## config.mk

```make
export PLATFORM = sky130hd
export DESIGN_NAME = uart_irq_bank
export DESIGN_NICKNAME = d
export VERILOG_FILES = /design/src/rtl/uirq_pkg.sv /design/src/rtl/uirq_decode.sv /design/src/rtl/uirq_mask.sv /design/src/rtl/uirq_status.sv /design/src/rtl/uart_irq_bank.sv
export SDC_FILE = /design/constraint.sdc
export NUM_CORES = 1
export LEC_CHECK = 0
export ABC_AREA = 1
export ABC_CLOCK_PERIOD_IN_PS = 800
export BUFFER_PORTS_ARGS = -buffer_cell sky130_fd_sc_hd__clkbuf_2
export CAP_MARGIN = 20
export CORE_MARGIN = 2
export CORE_UTILIZATION = 40
export CTS_CLUSTER_DIAMETER = 50
export DETAILED_ROUTE_END_ITERATION = 6
export PLACE_DENSITY_LB_ADDON = 0.3
export SLEW_MARGIN = 30
export SYNTH_ARGS = -nofsm -noshare
export SYNTH_HDL_FRONTEND = slang
export SYNTH_SLANG_ARGS = --single-unit
```

## constraint.sdc

```tcl
create_clock -name clk -period 0.8 [get_ports clk]
set_input_delay 0.04 -clock clk [delete_from_list [all_inputs] [get_ports clk]]
set_output_delay 0.04 -clock clk [all_outputs]
set_load 0.05 [all_outputs]
```

## src/rtl/uirq_pkg.sv

```systemverilog
package uirq_pkg;

    localparam int DATA_W = 32;
    localparam int ADDR_W = 8;
    localparam int REG_W  = 13;
    localparam int LVL_W  = 4;

    // Byte offsets of the bank
    localparam logic [ADDR_W-1:0] OFS_SET  = 8'h08;
    localparam logic [ADDR_W-1:0] OFS_CLR  = 8'h0C;
    localparam logic [ADDR_W-1:0] OFS_MASK = 8'h10;
    localparam logic [ADDR_W-1:0] OFS_STAT = 8'h14;
    localparam logic [ADDR_W-1:0] OFS_CHAN = 8'h2C;

    // Source bit positions shared by mask, status and channel view
    localparam int BIT_RX_TRIG  = 0;
    localparam int BIT_RX_EMPTY = 1;
    localparam int BIT_RX_FULL  = 2;
    localparam int BIT_TX_EMPTY = 3;
    localparam int BIT_TX_FULL  = 4;
    localparam int BIT_OVERRUN  = 5;
    localparam int BIT_FRAMING  = 6;
    localparam int BIT_PARITY   = 7;
    localparam int BIT_RX_TOUT  = 8;

    typedef enum logic [2:0] {
        SEL_NONE,
        SEL_SET,
        SEL_CLR,
        SEL_MASK,
        SEL_STAT,
        SEL_CHAN
    } reg_sel_e;

    typedef struct packed {
        logic set_mask;
        logic clr_mask;
        logic clr_stat;
    } reg_cmd_t;

    function automatic reg_sel_e decode_ofs(input logic [ADDR_W-1:0] a);
        reg_sel_e s;
        case (a)
            OFS_SET:  s = SEL_SET;
            OFS_CLR:  s = SEL_CLR;
            OFS_MASK: s = SEL_MASK;
            OFS_STAT: s = SEL_STAT;
            OFS_CHAN: s = SEL_CHAN;
            default:  s = SEL_NONE;
        endcase
        return s;
    endfunction

    function automatic logic [REG_W-1:0] chan_view(input logic [LVL_W-1:0] lvl);
        logic [REG_W-1:0] v;
        v = '0;
        v[BIT_RX_TRIG]  = lvl[0];
        v[BIT_RX_EMPTY] = lvl[1];
        v[BIT_TX_EMPTY] = lvl[2];
        v[BIT_TX_FULL]  = lvl[3];
        return v;
    endfunction

endpackage

```

## src/rtl/uirq_decode.sv

```systemverilog
module uirq_decode
    import uirq_pkg::*;
(
    input  logic              wr_en,
    input  logic [ADDR_W-1:0] reg_addr,
    output reg_cmd_t          cmd,
    output reg_sel_e          rd_sel
);

    reg_sel_e sel;

    always_comb begin
        sel          = decode_ofs(reg_addr);
        rd_sel       = sel;
        cmd.set_mask = wr_en && (sel == SEL_SET);
        cmd.clr_mask = wr_en && (sel == SEL_CLR);
        cmd.clr_stat = wr_en && (sel == SEL_STAT);
    end

endmodule

```

## src/rtl/uirq_mask.sv

```systemverilog
module uirq_mask #(
    parameter int REG_W = 13
) (
    input  logic             clk,
    input  logic             rst,
    input  logic             set_stb,
    input  logic             clr_stb,
    input  logic [REG_W-1:0] bits,
    output logic [REG_W-1:0] mask_q
);

    always_ff @(posedge clk) begin
        if (rst) begin
            mask_q <= '0;
        end else if (set_stb) begin
            mask_q <= mask_q | bits;
        end else if (clr_stb) begin
            mask_q <= mask_q & ~bits;
        end
    end

endmodule

```

## src/rtl/uirq_status.sv

```systemverilog
module uirq_status #(
    parameter int REG_W = 13
) (
    input  logic             clk,
    input  logic             rst,
    input  logic [REG_W-1:0] evt_in,
    input  logic [REG_W-1:0] mask_q,
    input  logic             clr_stb,
    input  logic [REG_W-1:0] bits,
    output logic [REG_W-1:0] stat_q
);

    for (genvar b = 0; b < REG_W; b++) begin : g_bit
        // an enabled event outranks a same-cycle clear
        always_ff @(posedge clk) begin
            if (rst) begin
                stat_q[b] <= 1'b0;
            end else if (evt_in[b] && mask_q[b]) begin
                stat_q[b] <= 1'b1;
            end else if (clr_stb && bits[b]) begin
                stat_q[b] <= 1'b0;
            end
        end
    end

endmodule

```

## src/rtl/uart_irq_bank.sv

```systemverilog
module uart_irq_bank
    import uirq_pkg::*;
#(
    parameter int REG_W  = uirq_pkg::REG_W,
    parameter int DATA_W = uirq_pkg::DATA_W
) (
    input  logic              clk,
    input  logic              rst,
    input  logic              wr_en,
    input  logic [ADDR_W-1:0] reg_addr,
    input  logic [DATA_W-1:0] wr_data,
    output logic [DATA_W-1:0] rd_data,
    input  logic [REG_W-1:0]  evt_in,
    input  logic [LVL_W-1:0]  raw_lvl,
    output logic              irq
);

    reg_cmd_t         cmd;
    reg_sel_e         rd_sel;
    logic [REG_W-1:0] wbits;
    logic [REG_W-1:0] mask_q;
    logic [REG_W-1:0] stat_q;
    logic [REG_W-1:0] chan_bits;
    logic             unused_hi;

    assign wbits     = wr_data[REG_W-1:0];
    assign unused_hi = ^wr_data[DATA_W-1:REG_W];

    uirq_decode dec_i (
        .wr_en    (wr_en),
        .reg_addr (reg_addr),
        .cmd      (cmd),
        .rd_sel   (rd_sel)
    );

    uirq_mask #(.REG_W(REG_W)) mask_i (
        .clk     (clk),
        .rst     (rst),
        .set_stb (cmd.set_mask),
        .clr_stb (cmd.clr_mask),
        .bits    (wbits),
        .mask_q  (mask_q)
    );

    uirq_status #(.REG_W(REG_W)) stat_i (
        .clk     (clk),
        .rst     (rst),
        .evt_in  (evt_in),
        .mask_q  (mask_q),
        .clr_stb (cmd.clr_stat),
        .bits    (wbits),
        .stat_q  (stat_q)
    );

    assign chan_bits = REG_W'(chan_view(raw_lvl));

    always_comb begin
        case (rd_sel)
            SEL_MASK: rd_data = DATA_W'(mask_q);
            SEL_STAT: rd_data = DATA_W'(stat_q);
            SEL_CHAN: rd_data = DATA_W'(chan_bits);
            default:  rd_data = '0;
        endcase
    end

    always_ff @(posedge clk) begin
        if (rst) begin
            irq <= 1'b0;
        end else begin
            irq <= |(stat_q & mask_q);
        end
    end

endmodule

```

### Word-level counts from Yosys, hierarchy flattened

Cells that the tools add are included.
W data, S select, Z words.

* register bits after elaboration: 27
* input port bits: 60
* logic and storage cells: 103

* equal/unequal tests: 10
* mux-type cells: 30
* bitwise logic cells: 4
* reductions and logical operators: 44

Operator list (count)
* $pmux W13 S3: 1
* $logic_and A1 B1 Y1: 29
* $reduce_bool A2 Y1: 14
* $and A13 B13 Y13: 2
* $mux W1: 26
* $mux W13: 2
* $eq A8 B4 Y1 const B: 2
* $eq A8 B5 Y1 const B: 2
* $pmux W3 S5: 1
* $not A13 Y13: 1
* $or A13 B13 Y13: 1
* $reduce_or A13 Y1: 1
* $eq A8 B6 Y1 const B: 1
* $eq A3 B2 Y1 const B: 2
* $eq A3 B3 Y1 const B: 2
* $eq A3 B1 Y1 const B: 1

### Logic depth before layout (Yosys ltp)

* word-level depth: 7
* depth in mapped cells: 9
* mapped depth without buffers: 8

### Hierarchy

A second synthesis with hierarchy kept.

* cell total of the unflattened synthesis: 267
* area, all modules: 1711.6 sq um

Modules (own cells, without submodules)
* uirq_mask: times used 1, cells each 68, area each 539.3 sq um
* uart_irq_bank: times used 1, cells each 99, area each 519.2 sq um
* uirq_status: times used 1, cells each 67, area each 495.5 sq um
* uirq_decode: times used 1, cells each 33, area each 157.7 sq um

### Worst setup path before layout

No wires, ideal clock.

* path kind: input to output
* start: in reg_addr[6]
* end: out rd_data[10]
* arrival: 1319 ps
* required time: 760 ps
* path slack: -559 ps
* cell stages on the path: 5
* path buffers: 0
* cell sequence: clkinv_1 -> nand2_2 -> nor3_4 -> nand2_2 -> o22ai_1

* word-level cells in the longest chain between the ends: 4
* elaborated cells on any way between the ends: 10
* those cells by class: 8 x eq/ne; 2 x mux

Ends and longest elaborated chain
* start: declaration: line uart_irq_bank.sv:10 `input logic [ADDR_W-1:0] reg_addr,`
* $eq A8 B6 Y1, or another cell as far along: line uirq_pkg.sv:43 `case (a)`
* $pmux W3 S5 *: line uirq_pkg.sv:43
* $eq A3 B3 Y1 or $eq A3 B2 Y1 (tied branches): line uart_irq_bank.sv:58 `case (rd_sel)`
* $pmux W13 S3 *: line uart_irq_bank.sv:58
* end: declaration: line uart_irq_bank.sv:12 `output logic [DATA_W-1:0] rd_data,`

Mark *: on every way between the ends. The rest lies on a longest branch, timed or not.

### Worst setup path after layout

* start: in reg_addr[4]
* end: out rd_data[9]

The elaborated chain is that of the path after synthesis.

==> flow_metrics.env <==
export IMPL_hold_path_class="in2reg"
export IMPL_internal_power_mw=1.91
export IMPL_synth_area_top_cells="dfxtp_1 (33%), nand2_1 (18%), buf_4 (9.6%), a21oi_1 (7.6%), nand3_1 (5.8%)"
export IMPL_synthArstFlopShare_pct=0
export IMPL_grt_max_degree=28
export IMPL_p_leak_nw=1.32
export IMPL_drtPass1Iterations=4
export IMPL_p_comb_share_pct=22.9
export IMPL_final_nets=400
export IMPL_rsz0062_at_grt="yes"
export IMPL_core_area_mm2=0.00397
export IMPL_synthesis_area_mm2=0.00164
export IMPL_power_frac_seq_pct=48.3
export IMPL_hold_depth=3
export IMPL_via_per_inst=5.07
export IMPL_htree_levels=1
export IMPL_worstSetupPathType="in2out"
export IMPL_numCtsBuffers=3
export IMPL_track_usage_pct=24.4
export IMPL_die_w_um=68.0
export IMPL_final_max_slew_viol_count=0
export IMPL_place_congestion=0.775
export IMPL_period_needed_ns=1.17
export IMPL_startpoint_type="input port"
export IMPL_total_power_mw=2.78
export IMPL_drt_first_iter_violations=74
export IMPL_wl_per_cell_um=14.1
export IMPL_synth_most_common_cell="nand2_1"
export IMPL_synth_edff_count=0
export IMPL_dp_cells=367
export IMPL_ys_warn_count=0
export IMPL_synth_top_area_share_pct=33.0
export IMPL_synth_seq_cells=27
export IMPL_num_io_pins=93
export IMPL_p_sw_mw=0.876
export IMPL_syn_inst=241
export IMPL_clock_power_share_pct=28.8
export IMPL_ir_drop_mv=0.537
export IMPL_layout_drive_gt1_share_pct=48.4
export IMPL_synth_top_cell_by_area="dfxtp_1"
export IMPL_syn_avg_cell_area_um2=6.81
export IMPL_io_buffers=54
export IMPL_die_area_mm2=0.00463
export IMPL_layout_setup_ws_ns=-0.369
export IMPL_drcViolationCount=0
export IMPL_ys_types=27
export IMPL_antenna_cells=0
export IMPL_cts_clk_slew_worst_paths_ns=0.09
export IMPL_clk_latency_ns=0.28
export IMPL_reg2regPathDepth=4
export IMPL_syn_to_final_growth_pct=87.0
export IMPL_finalSetupViolations=41
export IMPL_fp_dieH_um=68.0
export IMPL_run_status="finished, violations left"
export IMPL_period_share_pct=146
export IMPL_ant_nets=0
export IMPL_skew_ns=0.00731
export IMPL_start_util_pct=41.3
export IMPL_grt_pass1_vias=1882
export IMPL_grt_pass1_wl_um=8470
export IMPL_hold_worst_slack_ns=-0.00809
export IMPL_cap_violations=0
export IMPL_dpl_cell_area_mm2=0.00257
export IMPL_swShare_pct=31.5
export IMPL_hold_viol=1
export IMPL_violations="hold timing, setup timing"
export IMPL_antenna_found_initial=0
export IMPL_path_max_fanout=4
export IMPL_worst_ep_arrival_time_ns=1.13
export IMPL_max_freq_mhz=855
export IMPL_clock_root_buffer="clkbuf_8"
export IMPL_powerDensity_mw_per_mm2=908
export IMPL_required_ns=0.76
export IMPL_vias=1972
export IMPL_finalWirelength_um=5470
export IMPL_cts_tree="built"
export IMPL_num_rows=23
export IMPL_fin_area_mm2=0.00307
export IMPL_end_kind="primary output"
export IMPL_hpwl_um=3480
export IMPL_cts_sinks=27
export IMPL_grt_overflow=0
export IMPL_clock_path_buffers=2
export IMPL_synth_common_cells="nand2_1 (77), dfxtp_1 (27), a21oi_1 (25)"
export IMPL_pre_cts_slack_ns=-0.507
export IMPL_synth_main_ff_cell="dfxtp_1"
export IMPL_seq_area_frac_synth_pct=33.0
export IMPL_fin_cells=389
## logic make-up (layout without fill, tap and decap cells)
| family | after synthesis | in the layout | synth area share [%] |
|---|---|---|---|
| and+or+nand+nor | 127 | 127 | 35.4 |
| buffers and inverters | 48 | 128 | 17.9 |
| AOI/OAI and AO/OA | 38 | 38 | 13.5 |
| DFF | 27 | 27 | 33.0 |
| other | 1 | 19 | 0.229 |
## worst max-delay path, cell delays in order
cell and delay [ns]:
buf_4 0.14, inv_12 0.04, nor3_4 0.16, buf_4 0.16, nand2_8 0.09, buf_6 0.15, o22ai_4 0.18, buf_12 0.16
## cell type report
cell class,count,area [µm²]
Inverter,19,163
Clock inverter,1,5.00
Tap cell,50,62.6
Clock buffer,3,41.3
Timing Repair Buffer,103,1030
Multi-Input combinational cell,184,1190
Sequential cell,27,552
Timing Repair inverter,2,25.0
Fill cell,286,905
## per-layer routing
layer	part of all wire (%)	global-route usage (%)	wire length, µm
met1	39	29.7	2130
met2	54	44.1	2930
met3	6.2	2.80	341
met4	1.1	8.25	59
met5	0	0	0
## power groups by stage
stage	clock network, mW	registers, mW	logic (mW)
global route	0.847	1.35	0.670
detailed placement	0	1.38	0.516
CTS	0.804	1.34	0.602
global placement	0	1.38	0.513
finish	0.801	1.34	0.638
floorplan	0	1.38	0.399
## stage by stage
| stage | hold WS, ns | setup TNS (ns) | util (%) |
|---|---|---|---|
| after detailed placement | 0.286 | -15.63 | 64.7 |
| after global placement | 0.278 | -14.19 | 64.7 |
| after global routing | 0.0163 | -9.34 | 77.2 |
| after floorplan | 0.187 | -3.05 | - |
| final | -0.00809 | -7.06 | 77.2 |
| after CTS | 0.000565 | -6.95 | 75.3 |
## cells in the final DEF (no fill, tap or decap), types with 3 or more instances in the layout
| master | Yosys | final |
|---|---|---|
| clkbuf_16 | 0 | 5 |
| nor3_4 | 1 | 3 |
| nand4_1 | 15 | 15 |
| conb_1 | 1 | 19 |
| clkbuf_2 | 0 | 37 |
| nand3_1 | 19 | 13 |
| buf_4 | 21 | 25 |
| o22ai_4 | 0 | 4 |
| nand2_1 | 77 | 62 |
| buf_12 | 0 | 13 |
| buf_6 | 2 | 10 |
| nand3_4 | 0 | 4 |
| clkinv_8 | 0 | 4 |
| a21oi_1 | 25 | 24 |
| dfxtp_1 | 27 | 18 |
| a22o_4 | 0 | 5 |
| dfxtp_2 | 0 | 9 |
| clkbuf_8 | 0 | 3 |
| nand2_2 | 6 | 10 |
| inv_1 | 13 | 9 |
| nand2_8 | 0 | 3 |
| dlygate4sd3_1 | 0 | 10 |
| nand2_4 | 0 | 8 |
## final timing paths
path / from / to / slack [ns]
worst min-delay path: evt_in[3] / stat_i.stat_q[3] / -0.008
worst max-delay path: reg_addr[4] / rd_data[9] / -0.37
worst max register to register: register / irq / -0.06
worst min register to register: stat_i.stat_q[8] / stat_i.stat_q[8] / 0.46
## timing repair
item	in CTS	in global routing
pin swaps	16	13
endpoints found under the hold margin	10	0
setup buffers	6	3
gates resized for setup	48	18
cloned	2	1
hold buffers	10	0
setup endpoints to repair	41	41
Power figures use the tool's default switching activity.
